===== config.mk =====
export PLATFORM = sky130hd
export DESIGN_NAME = mba_mem_arbiter
export DESIGN_NICKNAME = d
export VERILOG_FILES = /design/src/rtl/mba_pkg.sv /design/src/rtl/mba_bank_ctrl.sv /design/src/rtl/mba_bank_dp.sv /design/src/rtl/mba_mem_arbiter.sv
export SDC_FILE = /design/constraint.sdc
export NUM_CORES = 1
export LEC_CHECK = 0
export CAP_MARGIN = 5
export CORE_AREA = 2 2 214 216
export CTS_CLUSTER_SIZE = 20
export DETAILED_ROUTE_END_ITERATION = 12
export DIE_AREA = 0 0 216 218
export DONT_BUFFER_PORTS = 1
export GPL_ROUTABILITY_DRIVEN = 0
export GPL_TIMING_DRIVEN = 0
export PLACE_DENSITY = 0.51
export SLEW_MARGIN = 10
export SYNTH_ARGS = -nofsm -noshare
export SYNTH_HDL_FRONTEND = slang
export SYNTH_SLANG_ARGS = --single-unit

===== constraint.sdc =====
create_clock -name clk -period 6.2 [get_ports clk]
set_input_delay 1.24 -clock clk [delete_from_list [all_inputs] [get_ports clk]]
set_output_delay 1.24 -clock clk [all_outputs]
set_load 0.1 [all_outputs]

===== src/rtl/mba_pkg.sv =====
package mba_pkg;

  typedef enum logic [1:0] {
    CMD_IDLE   = 2'b00,
    CMD_READ   = 2'b01,
    CMD_WRITE  = 2'b10,
    CMD_STREAM = 2'b11
  } cmd_e;

  typedef enum logic [1:0] {
    BK_IDLE,
    BK_SINGLE,
    BK_STREAM,
    BK_HOST
  } bank_state_e;

  typedef struct packed {
    logic load;
    logic step;
    logic wr;
  } bank_strobe_t;

endpackage


===== src/rtl/mba_bank_ctrl.sv =====
module mba_bank_ctrl
  import mba_pkg::*;
#(
  parameter int TPB   = 2,
  parameter int IDX_W = 1
) (
  input  logic                 clk,
  input  logic                 rst_n,
  input  logic [TPB-1:0]       req,
  input  logic [TPB*2-1:0]     cmd,
  input  logic [TPB-1:0]       addrOk,
  input  logic                 nextOk,
  input  logic                 hostReq,
  output bank_strobe_t         strobe,
  output logic [IDX_W-1:0]     selIdx,
  output logic [TPB-1:0]       gnt,
  output logic                 hostOwn,
  output logic [TPB-1:0]       err
);

  bank_state_e      state, nState;
  logic [IDX_W-1:0] owner, nOwner, ptr, nPtr, winIdx;
  logic [TPB-1:0]   elig, bad, badPrev, nGnt, ovMask;
  logic             anyElig, overrunHit;
  cmd_e             winCmd;

  always_comb begin
    for (int i = 0; i < TPB; i++) begin
      elig[i] = req[i] && (cmd[i*2 +: 2] != CMD_IDLE) && addrOk[i];
      bad[i]  = req[i] && (cmd[i*2 +: 2] != CMD_IDLE) && !addrOk[i];
    end
  end

  // rotate priority to start just past the last completed owner
  always_comb begin
    int cand;
    anyElig = 1'b0;
    winIdx  = '0;
    for (int off = 1; off <= TPB; off++) begin
      cand = (int'(ptr) + off) % TPB;
      if (!anyElig && elig[IDX_W'(cand)]) begin
        anyElig = 1'b1;
        winIdx  = IDX_W'(cand);
      end
    end
  end

  assign winCmd = cmd_e'(cmd[winIdx*2 +: 2]);

  always_comb begin
    nState     = state;
    nOwner     = owner;
    nPtr       = ptr;
    nGnt       = '0;
    strobe     = '0;
    overrunHit = 1'b0;
    case (state)
      BK_IDLE: begin
        if (hostReq) begin
          nState = BK_HOST;
        end else if (anyElig) begin
          nOwner       = winIdx;
          nGnt[winIdx] = 1'b1;
          strobe.load  = 1'b1;
          strobe.wr    = (winCmd == CMD_WRITE);
          nState       = (winCmd == CMD_STREAM) ? BK_STREAM : BK_SINGLE;
        end
      end
      BK_SINGLE: begin
        nState = BK_IDLE;
        nPtr   = owner;
      end
      BK_STREAM: begin
        if (req[owner] && nextOk) begin
          nGnt[owner] = 1'b1;
          strobe.step = 1'b1;
        end else begin
          nState     = BK_IDLE;
          nPtr       = owner;
          overrunHit = req[owner];
        end
      end
      BK_HOST: begin
        if (!hostReq) nState = BK_IDLE;
      end
      default: nState = BK_IDLE;
    endcase
  end

  assign selIdx = (state == BK_IDLE) ? winIdx : owner;

  always_comb begin
    ovMask        = '0;
    ovMask[owner] = overrunHit;
  end

  always_ff @(posedge clk or negedge rst_n) begin
    if (!rst_n) begin
      state   <= BK_IDLE;
      owner   <= '0;
      ptr     <= IDX_W'(TPB - 1);
      gnt     <= '0;
      hostOwn <= 1'b0;
      err     <= '0;
      badPrev <= '0;
    end else begin
      state   <= nState;
      owner   <= nOwner;
      ptr     <= nPtr;
      gnt     <= nGnt;
      hostOwn <= (nState == BK_HOST);
      err     <= (bad & ~badPrev) | ovMask;
      badPrev <= bad;
    end
  end

endmodule


===== src/rtl/mba_bank_dp.sv =====
module mba_bank_dp
  import mba_pkg::*;
#(
  parameter int TPB         = 2,
  parameter int IDX_W       = 1,
  parameter int LADDR_W     = 8,
  parameter int DATA_W      = 16,
  parameter int GADDR_W     = 9,
  parameter int BLOCK_WORDS = 200
) (
  input  logic                   clk,
  input  logic                   rst_n,
  input  logic [TPB*LADDR_W-1:0] addr,
  input  logic [TPB*DATA_W-1:0]  wdata,
  input  bank_strobe_t           strobe,
  input  logic [IDX_W-1:0]       selIdx,
  input  logic [DATA_W-1:0]      memRdata,
  output logic [TPB-1:0]         addrOk,
  output logic                   nextOk,
  output logic                   memEn,
  output logic                   memWe,
  output logic [GADDR_W-1:0]     memAddr,
  output logic [DATA_W-1:0]      memWdata,
  output logic [TPB-1:0]         rvalid,
  output logic [DATA_W-1:0]      rdata
);

  localparam logic [LADDR_W:0]   BLOCK_LIM = (LADDR_W+1)'(BLOCK_WORDS);
  localparam logic [GADDR_W-1:0] BLOCK_G   = GADDR_W'(BLOCK_WORDS);

  logic [LADDR_W-1:0] curLocal, selAddr;
  logic [IDX_W-1:0]   curSlot, rdSlot1;
  logic               rdPend1;
  logic [GADDR_W-1:0] relocAddr;

  for (genvar i = 0; i < TPB; i++) begin : g_range
    assign addrOk[i] = {1'b0, addr[i*LADDR_W +: LADDR_W]} < BLOCK_LIM;
  end

  assign selAddr   = addr[selIdx*LADDR_W +: LADDR_W];
  assign relocAddr = GADDR_W'(selIdx) * BLOCK_G + GADDR_W'(selAddr);
  assign nextOk    = ({1'b0, curLocal} + 1'b1) < BLOCK_LIM;

  always_ff @(posedge clk or negedge rst_n) begin
    if (!rst_n) begin
      curLocal <= '0;
      curSlot  <= '0;
      memEn    <= 1'b0;
      memWe    <= 1'b0;
      memAddr  <= '0;
      memWdata <= '0;
    end else if (strobe.load) begin
      curLocal <= selAddr;
      curSlot  <= selIdx;
      memEn    <= 1'b1;
      memWe    <= strobe.wr;
      memAddr  <= relocAddr;
      memWdata <= wdata[selIdx*DATA_W +: DATA_W];
    end else if (strobe.step) begin
      curLocal <= curLocal + 1'b1;
      memEn    <= 1'b1;
      memWe    <= 1'b0;
      memAddr  <= memAddr + 1'b1;
    end else begin
      memEn <= 1'b0;
      memWe <= 1'b0;
    end
  end

  // read return: memory answers one cycle after the access, captured here one more
  always_ff @(posedge clk or negedge rst_n) begin
    if (!rst_n) begin
      rdPend1 <= 1'b0;
      rdSlot1 <= '0;
      rvalid  <= '0;
      rdata   <= '0;
    end else begin
      rdPend1 <= memEn && !memWe;
      rdSlot1 <= curSlot;
      rvalid  <= '0;
      if (rdPend1) begin
        rvalid[rdSlot1] <= 1'b1;
        rdata           <= memRdata;
      end
    end
  end

endmodule


===== src/rtl/mba_mem_arbiter.sv =====
module mba_mem_arbiter
  import mba_pkg::*;
#(
  parameter int NUM_BANKS   = 4,
  parameter int TPB         = 2,
  parameter int LADDR_W     = 8,
  parameter int DATA_W      = 16,
  parameter int BLOCK_WORDS = 200,
  localparam int NUM_TASKS  = NUM_BANKS * TPB,
  localparam int GADDR_W    = $clog2(TPB * BLOCK_WORDS),
  localparam int IDX_W      = (TPB > 1) ? $clog2(TPB) : 1
) (
  input  logic                         clk,
  input  logic                         rst_n,
  input  logic [NUM_TASKS-1:0]         taskReq,
  input  logic [NUM_TASKS*2-1:0]       taskCmd,
  input  logic [NUM_TASKS*LADDR_W-1:0] taskAddr,
  input  logic [NUM_TASKS*DATA_W-1:0]  taskWdata,
  output logic [NUM_TASKS-1:0]         taskGnt,
  output logic [NUM_TASKS-1:0]         taskRvalid,
  output logic [NUM_TASKS*DATA_W-1:0]  taskRdata,
  output logic [NUM_TASKS-1:0]         taskErr,
  input  logic [NUM_BANKS-1:0]         hostReq,
  output logic [NUM_BANKS-1:0]         hostOwn,
  output logic [NUM_BANKS-1:0]         memEn,
  output logic [NUM_BANKS-1:0]         memWe,
  output logic [NUM_BANKS*GADDR_W-1:0] memAddr,
  output logic [NUM_BANKS*DATA_W-1:0]  memWdata,
  input  logic [NUM_BANKS*DATA_W-1:0]  memRdata
);

  for (genvar b = 0; b < NUM_BANKS; b++) begin : g_bank
    bank_strobe_t     strobe;
    logic [IDX_W-1:0] selIdx;
    logic [TPB-1:0]   addrOk;
    logic             nextOk;
    logic [DATA_W-1:0] bankRdata;

    mba_bank_ctrl #(.TPB(TPB), .IDX_W(IDX_W)) u_ctrl (
      .clk     (clk),
      .rst_n   (rst_n),
      .req     (taskReq[b*TPB +: TPB]),
      .cmd     (taskCmd[b*TPB*2 +: TPB*2]),
      .addrOk  (addrOk),
      .nextOk  (nextOk),
      .hostReq (hostReq[b]),
      .strobe  (strobe),
      .selIdx  (selIdx),
      .gnt     (taskGnt[b*TPB +: TPB]),
      .hostOwn (hostOwn[b]),
      .err     (taskErr[b*TPB +: TPB])
    );

    mba_bank_dp #(
      .TPB(TPB), .IDX_W(IDX_W), .LADDR_W(LADDR_W), .DATA_W(DATA_W),
      .GADDR_W(GADDR_W), .BLOCK_WORDS(BLOCK_WORDS)
    ) u_dp (
      .clk      (clk),
      .rst_n    (rst_n),
      .addr     (taskAddr[b*TPB*LADDR_W +: TPB*LADDR_W]),
      .wdata    (taskWdata[b*TPB*DATA_W +: TPB*DATA_W]),
      .strobe   (strobe),
      .selIdx   (selIdx),
      .memRdata (memRdata[b*DATA_W +: DATA_W]),
      .addrOk   (addrOk),
      .nextOk   (nextOk),
      .memEn    (memEn[b]),
      .memWe    (memWe[b]),
      .memAddr  (memAddr[b*GADDR_W +: GADDR_W]),
      .memWdata (memWdata[b*DATA_W +: DATA_W]),
      .rvalid   (taskRvalid[b*TPB +: TPB]),
      .rdata    (bankRdata)
    );

    for (genvar s = 0; s < TPB; s++) begin : g_fan
      assign taskRdata[(b*TPB+s)*DATA_W +: DATA_W] = bankRdata;
    end
  end

endmodule


==> flow_results.org, run 1 <==
** Worst hold path
- Min-Delay Path Class :: primary input to async pin

** Synth
- Synthesized Nets :: 1671
- Synth Area in XOR/XNOR :: 4.128%
- Simple-gate portion of the synthesized area :: 15.09%
- The number of different library cells used by synthesis comes to 70.
- Of all flip-flops after synthesis, the portion carrying an async set or reset was 100.0%.
- Combinational family with the most area after synthesis :: simple AND/OR/NAND/NOR gates
- Cell taking the most area after synthesis :: sky130_fd_sc_hd__dfrtp_1
- Cells after Synth :: 1373
- After Yosys synthesis, full adders, half adders and majority gates account for 1.089% of the synthesized area.
- A synthesized cell averages 10.04 um^2.
- The Yosys step of the flow raised 0 warnings.
- #FFs+latches synth :: 268
- Sequential share of the synthesized area :: 48.67%
- Summing the areas of all compound-gate instances in the mapped netlist gives 12.75% of the synthesized area.
- Main synth FF type :: sky130_fd_sc_hd__dfrtp_1
- EDFF count, synth :: 0
- Proportion of netlist area held by the largest area contributor :: 47.90%
- Dominant cells by area after synthesis :: sky130_fd_sc_hd__dfrtp_1 (48%), sky130_fd_sc_hd__mux2_2 (6.2%), sky130_fd_sc_hd__mux2i_1 (5.2%)
- The mapped netlist covers 13790 um^2.
- The portion of synthesized area spent on multiplexers is 11.43%.

** Placed design
- Post-place setup slack :: 1.564 ns
- Detailed-placement wirelength estimate :: 33410 um
- The number of placed instances, taps included, is 1973.
- Port buffering added 0 buffers.

** STA
- The worst pin sits at a relative slew slack of 24.28%.
- The hold violation count in the final report came to 0.
- Hold timing on the final database bottoms out at a slack of 0.3604 ns.
- Final period demand of the worst path :: 4.087 ns
- For the pin with the worst max-slew slack, the measured transition is 1.136 ns.
- Between clock sinks in the finished design, the worst skew comes to 0.008385 ns.
- Number of max-slew violations in the final report :: 0
- Sum Neg Setup Slack :: 0 ns
- Post-route clock period utilization :: 65.93%
- Setup violations remaining at the end of the flow were counted as 0.
- Fin worst setup slack :: 2.113 ns
- Derived from the worst setup path, the maximum achievable clock frequency is 0.2447 GHz.
- Setup repair after global routing left no endpoint under its margin.

** Routing
- Dividing the detail-routed via count by the number of cells gives 5.199.
- Via Count :: 10564
- Once detail routing completed, the nets flagged for antenna violations numbered 0.
- Residual DRC :: 0
- Routed wire length :: 43650 um
- In the final routed layout, each cell accounts on average for 21.48 um.
- Number of iterations in the first detailed-routing pass :: 5
- Violation count after the first detailed-route iteration :: 728

** Setup path
- Critical path arrival :: 4.52 ns
- The worst register-to-register path has a depth of 10.
- Number of cells on the critical path :: 11
- Worst-path fanout max :: 10
- Largest delay share family, worst path :: compound AO/OA/AOI/OAI gates
- Crit-path max cell delay :: 0.63 ns
- The critical path is of the primary input to flip-flop type.
- For this design, the slowest cell found on the critical path is sky130_fd_sc_hd__o41ai_1.
- Counting both buffers and inverters, the worst setup path holds a total of 1.
- Critical Path End Type :: flip-flop
- Cell breakdown of the critical path :: o311ai_1 > nand2_1 > o41ai_1 > clkbuf_1 > mux2_2 > ha_1 > nand3_1 > xor2_1 > nor2_1 > a211oi_1 > a31oi_1
- Required time of the critical path :: 6.63 ns
- Kind of launch point of the worst setup path :: primary input

** Floorplan
- Vertical extent of the die :: 218 um
- Area of the core :: 44890 um^2
- In this run the core area contains 78 standard-cell rows.
- For this design the top-level I/O count stands at 550.
- Initial standard-cell utilization of the core :: 30.72%
- Die boundary width :: 216 um
- The floorplan step defined a die boundary enclosing 47090 um^2.

** Clock network
- Counting the buffers created by CTS gives 31.
- CTS tree :: done
- CTS root buffer :: sky130_fd_sc_hd__clkbuf_16
- CTS sink cnt :: 268
- Number of post-CTS setup repair buffers :: 0
- Post-cts repair resize count :: 0
- Largest buffer count on any clock path :: 3
- Clock-pin slew was measured on the worst setup and hold paths at 0.06 ns.
- In this run the number of H-tree levels came out at 1.
- Latest clock arrival within the worst-skew pair :: 0.57 ns
- Hold-fix buffer count after cts :: 0

** Cells and area
- The top cell types in the final layout, fill and taps aside, are sky130_fd_sc_hd__dfrtp_1 (264), sky130_fd_sc_hd__nand2_1 (141), sky130_fd_sc_hd__nor2_1 (95).
- In the final design database the tool counted 1704 nets.
- Area growth from synthesis to final layout :: 12.87%
- Of the cells placed in the final design, the portion with a size suffix greater than 1 is 16.28%.
- Filler Cells Inserted :: 4579
- Filler-free cell count of the finished design :: 2032
- Most common cell after layout, fill and taps aside :: sky130_fd_sc_hd__dfrtp_1

** Global route
- For this run, the total global-route usage over all layers was measured as 17.61%.
- After global routing the overflow that remains totals 0.
- Antenna violations before repair :: 1
- The number of global-route vias before repair is 10436.
- The first global-routing pass estimated 64250 um of wire.
- Largest net degree at the start of global routing :: 269

** Run
- Max-cap violations in this run came to 0.

** Status
- The flow ran to the end, and the final reports show no timing, DRC or antenna violations.
[logic make-up (layout without fill, tap and decap cells)]
group	after synthesis	after routing
and+or+nand+nor	430	430
AOI/OAI and AO/OA	277	277
DFF	268	268
buffers and inverters	173	231
muxes	148	148
xor gates and xnor gates	65	65
adders and majority gates	12	12
other	0	1
[layout make-up]
class | count | area, um^2 | share of cell area [%]
flip-flops and latches | 268 | 6711 | 43.12
multi-input cells | 932 | 6141 | 39.45
plain buffers | 156 | 880.8 | 5.659
clock buffers | 42 | 857.1 | 5.506
well taps | 600 | 750.7 | 4.823
clock inverters | 16 | 158.9 | 1.021
inverters | 17 | 63.81 | 0.4099
diodes | 1 | 2.502 | 0.01608
[worst reg2reg max path, stage by stage (launching register included)]
cell,delay (ns)
sky130_fd_sc_hd__dfrtp_1,0.37
sky130_fd_sc_hd__clkbuf_1,0.22
sky130_fd_sc_hd__o41ai_1,0.74
sky130_fd_sc_hd__clkbuf_1,0.45
sky130_fd_sc_hd__mux2_2,0.44
sky130_fd_sc_hd__ha_1,0.26
sky130_fd_sc_hd__nand3_1,0.11
sky130_fd_sc_hd__xor2_1,0.15
sky130_fd_sc_hd__nor2_1,0.06
sky130_fd_sc_hd__a211oi_1,0.24
sky130_fd_sc_hd__a31oi_1,0.07
[flip-flops by register name, indices dropped and copies added, names as in the netlist, 8 cells and up]
signal / cells
g_bank.u_ctrl.badPrev: 8
g_bank.u_ctrl.err: 8
g_bank.u_ctrl.gnt: 8
g_bank.u_ctrl.state: 8
g_bank.u_dp.curLocal: 32
g_bank.u_dp.memAddr: 36
g_bank.u_dp.memWdata: 64
g_bank.u_dp.rdata: 64
g_bank.u_dp.rvalid: 8
[cell usage after synthesis, types with 33 or more instances]
cell	count
sky130_fd_sc_hd__dfrtp_1	264
sky130_fd_sc_hd__nand2_1	141
sky130_fd_sc_hd__nor2_1	95
sky130_fd_sc_hd__o21ai_0	86
sky130_fd_sc_hd__buf_4	76
sky130_fd_sc_hd__mux2_2	76
sky130_fd_sc_hd__mux2i_1	72
sky130_fd_sc_hd__clkbuf_1	67
sky130_fd_sc_hd__a21oi_1	66
sky130_fd_sc_hd__xnor2_1	45
sky130_fd_sc_hd__nand3_1	41
sky130_fd_sc_hd__nor3_1	33
[through the flow]
stage	util, %	instance area [um^2]
finish	34.67	15570
detailed placement	32.41	14550
CTS	34.67	15560
global placement	32.39	14540
floorplan	-	13790
global route	34.67	15560
[path summary, 6_finish.rpt]
kind | endpoint | slack [ns] | startpoint
max reg2reg | g_bank[0].u_dp.memAddr[7] | 2.96 | g_bank[0].u_ctrl.state[1]
min in group clk | g_bank[0].u_dp.rdSlot1 | 0.38 | g_bank[0].u_dp.curSlot
max | g_bank[0].u_dp.memAddr[7] | 2.11 | taskAddr[4]
max in group asynchronous | g_bank[0].u_ctrl.owner | 5.24 | rst_n
min reg2reg | g_bank[0].u_dp.rdSlot1 | 0.38 | g_bank[0].u_dp.curSlot
min | g_bank[3].u_dp.memWdata[3] | 0.36 | rst_n
[routing by layer]
layer  up-vias  GRT usage (%)  part of all wire [%]
met5         -              0                 0.027
met4         2          5.137                   2.3
met3        71          5.886                   9.6
met2       480          31.14                    50
met1      5129          20.20                    38
li1       4882              -                     -
Power of run 1 is left out: the tool's default activity adds up to more than one toggle a clock period on the data nets, which glitch-free logic cannot reach.
==> inputs of run 2 (changes only) <==
--- a/config.mk
+++ b/config.mk
@@ -5,15 +5,16 @@
 export SDC_FILE = /design/constraint.sdc
 export NUM_CORES = 1
 export LEC_CHECK = 0
+export ABC_AREA = 1
 export CAP_MARGIN = 5
-export CORE_AREA = 2 2 214 216
+export CORE_AREA = 2 2 216 218
 export CTS_CLUSTER_SIZE = 20
 export DETAILED_ROUTE_END_ITERATION = 12
-export DIE_AREA = 0 0 216 218
+export DIE_AREA = 0 0 218 220
 export DONT_BUFFER_PORTS = 1
 export GPL_ROUTABILITY_DRIVEN = 0
 export GPL_TIMING_DRIVEN = 0
-export PLACE_DENSITY = 0.51
+export PLACE_DENSITY = 0.52
 export SLEW_MARGIN = 10
 export SYNTH_ARGS = -nofsm -noshare
 export SYNTH_HDL_FRONTEND = slang
==> constraint.sdc (replaced) <==
create_clock -name clk -period 3.9 [get_ports clk]
set_input_delay 0.78 -clock clk [delete_from_list [all_inputs] [get_ports clk]]
set_output_delay 0.78 -clock clk [all_outputs]
set_load 0.1 [all_outputs]
==> flow_results.org, run 2 <==
** Setup path
- Cell breakdown of the critical path :: buf_4
- The number of buffers and inverters on the critical path is 1 (unchanged).
- The slowest stage of the critical path belongs to the cell sky130_fd_sc_hd__dfrtp_1.
- By startpoint and endpoint, the worst setup path is classified as flip-flop to output pin.
- Grouping stages by cell kind, the critical path spends the most delay in flip-flops.
- The worst setup path is launched from a flip-flop.
- The highest cell delay on the worst timing path was 1.01 ns (+0.38 ns).
- Required time of the critical path :: 3.12 ns (-3.51 ns)
- The maximum fanout encountered on the critical timing path came to 3 (-7).
- Critical path arrival :: 1.99 ns (-2.53 ns)
- Length in cells of the worst reg-to-reg path :: 10 (unchanged)
- Number of cells on the critical path :: 1 (-10)
- STA classifies the critical path endpoint as an output pin.

** Synth
- Ys async rst share :: 100.0% (unchanged)
- Synthesized Nets :: 2107 (+26%)
- Proportion of netlist area held by the largest area contributor :: 46.88% (-1.0 points)
- The count of mapped cells out of synthesis is 1809 (+32%).
- The number of warnings issued by yosys came to 0 (unchanged).
- After synthesis, the largest family of logic cells by area is simple AND/OR/NAND/NOR gates.
- Dominant cells by area after synthesis :: sky130_fd_sc_hd__dfrtp_1 (47%), sky130_fd_sc_hd__nand2_1 (17%), sky130_fd_sc_hd__o21ai_0 (6.3%)
- Share of synthesized area spent on multiplexers :: 0% (-11 points)
- The combined area of all synthesized cells came to 14090 um^2 (+2.2%).
- EDFF count, synth :: 0 (unchanged)
- The xor and xnor fraction of the mapped netlist area came to 1.980% (-2.1 points).
- Top cell types by occurrence after synthesis :: sky130_fd_sc_hd__nand2_1 (631), sky130_fd_sc_hd__dfrtp_1 (264), sky130_fd_sc_hd__o21ai_0 (178), sky130_fd_sc_hd__nor2_1 (175), sky130_fd_sc_hd__inv_1 (107)
- Avg Synthesized Cell Area :: 7.790 um^2 (-22%)
- Sequential share of the synthesized area :: 47.62% (-1.0 points)
- For this run, the leading register cell type out of synthesis is sky130_fd_sc_hd__dfrtp_1.
- Cell taking the most area after synthesis :: sky130_fd_sc_hd__dfrtp_1
- Simple-gate portion of the synthesized area :: 27.76% (+13 points)
- The synthesis-stage register bit count was 268 (unchanged).
- Most frequent cell after synthesis :: sky130_fd_sc_hd__nand2_1
- Fraction of the mapped netlist area in compound gates :: 11.57% (-1.2 points)
- The count of distinct cell types in the synthesized netlist is 46 (-34%).
- Adder-Cell Fraction of Synth Area :: 1.065% (-0.023 points)

** Clock network
- The number of levels the H-tree was split into is 2 (+1).
- Number of post-CTS setup repair buffers :: 0 (unchanged)
- Number of buffers inserted during clock tree synthesis :: 34 (+9.7%)
- Largest buffer count on any clock path :: 3 (unchanged)
- The number of gates resized after cts is 0 (unchanged).
- The source-to-sink clock delay at the later pin of the worst-skew pair was 0.54 ns (-0.03 ns).
- The clock transition time at the flip-flop clock pins of the worst setup and hold paths is 0.06 ns (about the same).
- TritonCTS built the clock tree.
- The number of clock sinks seen by CTS was 268 (unchanged).
- CTS root buffer :: sky130_fd_sc_hd__clkbuf_16

** Global route
- The largest net degree at the start of global routing is 269 (unchanged).
- Antenna violations before repair :: 3 (+2)
- The final global-route overflow total is 0 (unchanged).
- The global-route wire length before repair was 68550 um (+6.7%).
- Global-route total usage across every layer :: 18.24% (+0.63 points)
- The number of global-route vias before repair is 11711 (+12%).

** Cells and area
- The library cells used most frequently in the layout, excluding fill and tap cells, are sky130_fd_sc_hd__nand2_1 (631), sky130_fd_sc_hd__dfrtp_1 (264), sky130_fd_sc_hd__o21ai_0 (178).
- Filler Cells Inserted :: 4859 (+6.1%)
- Most common cell after layout, fill and taps aside :: sky130_fd_sc_hd__nand2_1
- The largest registers in the layout are g_bank.u_dp.memWdata: 64 flops, g_bank.u_dp.rdata: 64 flops, g_bank.u_dp.memAddr: 36 flops.
- From synthesis to final layout, the design area changed by 13.26%.
- The post-route non-filler standard cell count came to 2479 (+22%).
- The fraction of final layout cells sized beyond drive strength 1 is 11.98% (-4.3 points).
- The number of nets in the layout came to 2143 (+26%).

** Routing
- Number of iterations in the first detailed-routing pass :: 5 (unchanged)
- Routed WL per cell :: 18.24 um (-15%)
- Residual DRC :: 0 (unchanged)
- Post-DR vias/cell :: 4.890 (-5.9%)
- The routed via count is 12123 (+15%).
- Antenna Nets Post-Route :: 0 (unchanged)
- The number of DRC violations after detailed-routing iteration 0 is 916 (+26%).
- Routed wire length :: 45210 um (+3.6%)

** Floorplan
- The total core area came to 45860 um^2 (+2.2%).
- Die boundary width :: 218 um (+0.93%)
- The height of the chip is 220 um (+0.92%).
- The effective utilization at floorplan came to 30.73% (about the same).
- The number of top-level pins is 550 (unchanged).
- Die area :: 47960 um^2 (+1.9%)
- The row count was 79 (+1.3%).

** STA
- Final period demand of the worst path :: 2.766 ns
- For this run, the top clock speed supported by timing is 0.3615 GHz.
- Number of hold violations in the final report :: 94 (+94)
- The relative max-transition margin is 27.82% (+3.5 points).
- Sum Neg Setup Slack :: 0 ns (unchanged)
- The hold slack is -0.04715 ns (-0.4075 ns).
- The number of max-slew violations in the final report was 0 (unchanged).
- The transition time at the pin with the least slew margin came to 1.083 ns (-0.05313 ns).
- Setup repair after global routing left no endpoint under its margin.
- The final worst clock skew is 0.01567 ns (+0.007281 ns).
- The count of final setup violators came to 0 (unchanged).
- Post-route clock period utilization :: 70.93%

** Run
- The number of max-capacitance violations reported came to 0 (unchanged).

** Worst hold path
- In this run the worst hold path is classified as primary input to async pin.

** Placed design
- The cell total after placement was 2416 (+22%).
- The number of port buffers was 0 (unchanged).
- The final HPWL from detailed placement came to 34190 um (+2.3%).

** Status
- The run finished, with violations left.
- Failing checks :: negative hold slack
==> run 2: changes by cell type after synthesis, moves of 20 or more <==
| cell | delta |
|---|---|
| sky130_fd_sc_hd__xnor2_1 | -34 |
| sky130_fd_sc_hd__a21oi_1 | -55 |
| sky130_fd_sc_hd__nand2_1 | +490 |
| sky130_fd_sc_hd__nor3_1 | -21 |
| sky130_fd_sc_hd__o21ai_1 | +41 |
| sky130_fd_sc_hd__nor2_1 | +80 |
| sky130_fd_sc_hd__o21ai_0 | +92 |
| sky130_fd_sc_hd__mux2_2 | -76 |
| sky130_fd_sc_hd__inv_1 | +90 |
| sky130_fd_sc_hd__clkbuf_1 | -41 |
| sky130_fd_sc_hd__a31oi_1 | -20 |
| sky130_fd_sc_hd__nand3_1 | +21 |
| sky130_fd_sc_hd__mux2i_1 | -72 |
==> run 2: layout make-up <==
class / count / area, um^2 / share of cell area, %
antenna: 2 / 5.005 / 0.03136
buffer: 137 / 928.4 / 5.816
clock buffer: 53 / 1012 / 6.342
clock inverter: 8 / 92.59 / 0.5801
inverter: 128 / 480.5 / 3.010
multi-input combinational: 1276 / 5972 / 37.41
sequential: 268 / 6711 / 42.05
tap: 607 / 759.5 / 4.758
==> run 2: routing by layer <==
metal / vias to the layer above / global-route usage [%] / wire length [um]
met5: - / 0 / 13
met1: 5797 / 22.93 / 18880
met2: 450 / 29.89 / 21310
met3: 60 / 6.128 / 4063
met4: 2 / 4.898 / 944
li1: 5814 / - / -
==> run 2: final timing paths <==
| path | from | slack [ns] | end |
|---|---|---|---|
| hold / removal | rst_n | -0.05 | g_bank[0].u_dp.rdata[12] |
| max in group asynchronous | rst_n | 3.39 | g_bank[1].u_ctrl.gnt[0] |
| min in group clk | memRdata[24] | 0.36 | g_bank[1].u_dp.rdata[8] |
| hold reg to reg | g_bank[2].u_dp.curSlot | 0.39 | g_bank[2].u_dp.rdSlot1 |
| setup reg to reg | g_bank[2].u_dp.memAddr[0] | 1.24 | g_bank[2].u_dp.memAddr[8] |
| setup / recovery | g_bank[3].u_dp.rdata[10] | 1.13 | taskRdata[122] |
==> run 2: cells by family (layout without fill, tap and decap cells) <==
kind of cell,count (synthesis),count (layout)
xor+xnor,31,31
other cells,0,2
simple gates,941,941
buf+inv,265,326
fa+ha+maj,12,12
flops,268,268
compound gates,292,292
==> run 2: through the flow <==
step	utilization [%]	area (um^2)	hold WS (ns)	setup WS, ns
detailed placement	32.38	14850	0.3716	0.9639
CTS	34.79	15960	-0.09192	1.089
global route	34.79	15960	-0.08462	1.026
floorplan	-	14090	0.3540	1.544
finish	34.80	15960	-0.04715	1.134
global placement	32.38	14850	0.3678	1.013
Power of run 2 is left out for the same reason.
==> inputs of run 3 (changes only) <==
--- a/config.mk
+++ b/config.mk
@@ -5,16 +5,16 @@
 export SDC_FILE = /design/constraint.sdc
 export NUM_CORES = 1
 export LEC_CHECK = 0
-export ABC_AREA = 1
+export ABC_AREA = 0
 export CAP_MARGIN = 5
-export CORE_AREA = 2 2 216 218
+export CORE_AREA = 2 2 214 216
 export CTS_CLUSTER_SIZE = 20
 export DETAILED_ROUTE_END_ITERATION = 12
-export DIE_AREA = 0 0 218 220
+export DIE_AREA = 0 0 216 218
 export DONT_BUFFER_PORTS = 1
 export GPL_ROUTABILITY_DRIVEN = 0
 export GPL_TIMING_DRIVEN = 0
-export PLACE_DENSITY = 0.52
+export PLACE_DENSITY = 0.51
 export SLEW_MARGIN = 10
 export SYNTH_ARGS = -nofsm -noshare
 export SYNTH_HDL_FRONTEND = slang
==> constraint.sdc (replaced) <==
create_clock -name clk -period 2.6 [get_ports clk]
set_input_delay 0.52 -clock clk [delete_from_list [all_inputs] [get_ports clk]]
set_output_delay 0.52 -clock clk [all_outputs]
set_load 0.1 [all_outputs]
==> flow_results.org, run 3 (same netlist as run 1, synthesis figures left out) <==
** Status
- Outcome :: complete, but fails checks
- The checks that failed: negative hold slack, negative setup slack.

** Clock network
- The number of levels the H-tree was split into came to 1 (-1).
- The clock transition time at the flip-flop clock pins of the worst setup and hold paths is 0.06 ns (about the same).
- The number of clock sinks seen by CTS was 268 (unchanged).
- CTS root buffer :: sky130_fd_sc_hd__clkbuf_16
- The source-to-sink clock delay at the later pin of the worst-skew pair was 0.57 ns (+0.03 ns).
- Number of buffers inserted during clock tree synthesis :: 30 (-12%)
- Largest buffer count on any clock path :: 3 (unchanged)
- CTS tree :: done

** Global route
- Global route total overflow :: 0 (unchanged)
- Largest net degree at the start of global routing :: 269 (unchanged)
- Global-route total usage across every layer :: 16.58% (-1.7 points)
- The global-route wire length before repair was 62040 um (-9.5%).
- The initial antenna violation count came to 1 (-2).
- Vias in the first global route :: 10681 (-8.8%)

** Setup path
- Among cell families on the critical path, the largest total delay comes from simple AND/OR/NAND/NOR gates.
- Number of buffer and inverter instances along the worst setup path :: 1 (unchanged)
- Critical Path End Type :: flip-flop
- Slowest cell on crit path :: sky130_fd_sc_hd__dfrtp_2
- The maximum fanout encountered on the critical timing path was 5 (+2).
- Critical path arrival :: 3.10 ns (+1.11 ns)
- The worst setup path is of the flip-flop to flip-flop kind.
- Startpoint of the worst-slack reg-to-reg timing path :: g_bank[0].u_dp.curLocal[0]
- STA classifies the critical path startpoint as a flip-flop.
- The highest cell delay on the worst timing path is 0.43 ns (-0.58 ns).
- The signal on the critical path passes through ha_4 > or3b_1 > or4_4 > a311oi_2 > a311oi_4 > buf_4 > a31oi_1 > mux2_2.
- Critical path launch point :: g_bank[0].u_dp.curLocal[0]
- The required arrival time at the worst endpoint came to 3.09 ns (-0.03 ns).

** STA
- Post-route clock period utilization :: 100.3%
- Setup repair after global routing missed its margin :: true
- Derived from the worst setup path, the maximum achievable clock frequency is 0.3836 GHz.
- Number of max-slew violations in the final report :: 0 (unchanged)
- Tightest Pin Transition :: 1.103 ns (+0.02023 ns)
- Count of final setup violators :: 1 (+1)
- WHS :: -0.3447 ns (-0.2975 ns)
- Number of hold violations in the final report :: 265 (+180%)
- Counting I/O delays and the setup requirement, the final critical path takes 2.607 ns.
- Sum Neg Setup Slack :: -0.006748 ns (-0.006748 ns)
- Setup clock skew after layout :: 0.01291 ns (-0.002759 ns)
- Fin worst setup slack :: -0.006748 ns (-1.141 ns)
- The relative max-transition margin was 26.47% (-1.3 points).

** Routing
- The detailed-router iteration count before antenna repair came to 5 (unchanged).
- Violation count after the first detailed-route iteration :: 516 (-44%)
- The detailed-route DRC error count was 0 (unchanged).
- Routed WL per cell :: 20.16 um (+11%)
- The routed via count is 10424 (-14%).
- Post-DR vias/cell :: 5.130 (+4.9%)
- The number of antenna-violating nets in the routed design came to 0 (unchanged).
- The routed wire length came to 40960 um (-9.4%).

** Placed design
- The cell total after placement was 1973 (-18%).
- The final HPWL from detailed placement is 30590 um (-11%).
- The number of port buffers came to 0 (unchanged).
- The total cell area at the placement stage was 14700 um^2 (-1.0%).

** Floorplan
- Number of rows created at floorplan :: 78 (-1.3%)
- The height of the chip came to 218 um (-0.91%).
- The effective utilization at floorplan is 30.72% (about the same).
- The number of top-level pins is 550 (unchanged).
- The total core area was 44890 um^2 (-2.1%).
- Die area :: 47090 um^2 (-1.8%)
- Die boundary width :: 216 um (-0.92%)

** Cells and area
- Area growth from synthesis to final layout :: 16.88%
- Final cell area excluding filler cells :: 16120 um^2 (+0.99%)
- Fraction of final layout cells with drive strength greater than 1 :: 21.52% (+9.5 points)
- The number of nets in the layout was 1706 (-20%).
- The library cell used most frequently in the layout, excluding fill and tap cells, is sky130_fd_sc_hd__dfrtp_1.
- The fill cell total of the finished layout was 4528 (-6.8%).
- The post-route non-filler standard cell count was 2032 (-18%).
- The largest registers in the layout are g_bank.u_dp.memWdata: 64 flops, g_bank.u_dp.rdata: 64 flops, g_bank.u_dp.memAddr: 36 flops.
- In the layout the commonest cells are sky130_fd_sc_hd__dfrtp_1 (257), sky130_fd_sc_hd__nand2_1 (140), sky130_fd_sc_hd__nor2_1 (95).

** Worst hold path
- The min-delay analysis places its worst path in the category primary input to async pin.

** Run
- The number of max-capacitance violations reported came to 0 (unchanged).
## run 3: cell count changes in the layout (fill, tap and decap cells not counted), sizes merged, moves of 19 or more
cell and change:
a21oi +55, nor2 -90, mux2 +76, mux2i +72
a31oi +19, nand2 -500, o21ai -134, inv -105
nand3 -32, xnor2 +33
## run 3: final timing paths
path	end	slack [ns]	cells after the start
min in group clk	g_bank[0].u_ctrl.hostOwn	0.09	1
max in group asynchronous	g_bank[2].u_dp.rdata[4]	2.36	0
hold reg to reg	g_bank[1].u_dp.rdSlot1	0.38	0
setup / recovery	g_bank[0].u_ctrl.ptr	-0.007	8
setup reg to reg	g_bank[0].u_ctrl.ptr	-0.007	8
hold / removal	g_bank[3].u_dp.memAddr[8]	-0.34	0
## run 3: area by class of cell
cell class	instances	area, um^2	area share [%]
sequential	268	6720	41.69
buffer	145	890.9	5.527
tap	600	750.7	4.657
clock buffer	41	883.3	5.480
inverter	17	63.81	0.3959
clock inverter	14	178.9	1.110
multi-input combinational	932	6520	40.45
timing repair buffer	14	108.9	0.6753
antenna	1	2.502	0.01552
## run 3: metrics by stage
step,setup slack [ns],hold slack (ns),utilization [%]
after global placement,-0.5059,0.2293,32.74
after global routing,-0.1055,-0.3896,35.91
final,-0.006748,-0.3447,35.91
after CTS,-0.06615,-0.3847,35.55
after floorplan,-0.06713,0.2244,-
after detailed placement,-0.4684,0.2298,32.74
## run 3: worst register-to-register path: stages, from the launching register on
cell and delay (ns):
sky130_fd_sc_hd__dfrtp_2 0.43, sky130_fd_sc_hd__ha_4 0.18, sky130_fd_sc_hd__or3b_1 0.34, sky130_fd_sc_hd__or4_4 0.43
sky130_fd_sc_hd__a311oi_2 0.35, sky130_fd_sc_hd__a311oi_4 0.10, sky130_fd_sc_hd__buf_4 0.18, sky130_fd_sc_hd__a31oi_1 0.17
sky130_fd_sc_hd__mux2_2 0.35
## run 3: layer usage
metal | part of all wire (%) | global-route usage (%) | vias up
met5 | 0 | 0 | -
met4 | 2.4 | 4.384 | 0
met3 | 7.4 | 4.142 | 55
met2 | 50 | 29.51 | 407
met1 | 40 | 19.93 | 5091
li1 | - | - | 4871
## run 3: what timing repair did
action                                 4_1_cts  5_1_grt
endpoints found under the hold margin      268      266
gates resized for setup                     40       40
pin swaps                                    9       11
setup buffers                               11        3
setup endpoints to repair                   78       76
Power of run 3 is left out for the same reason.
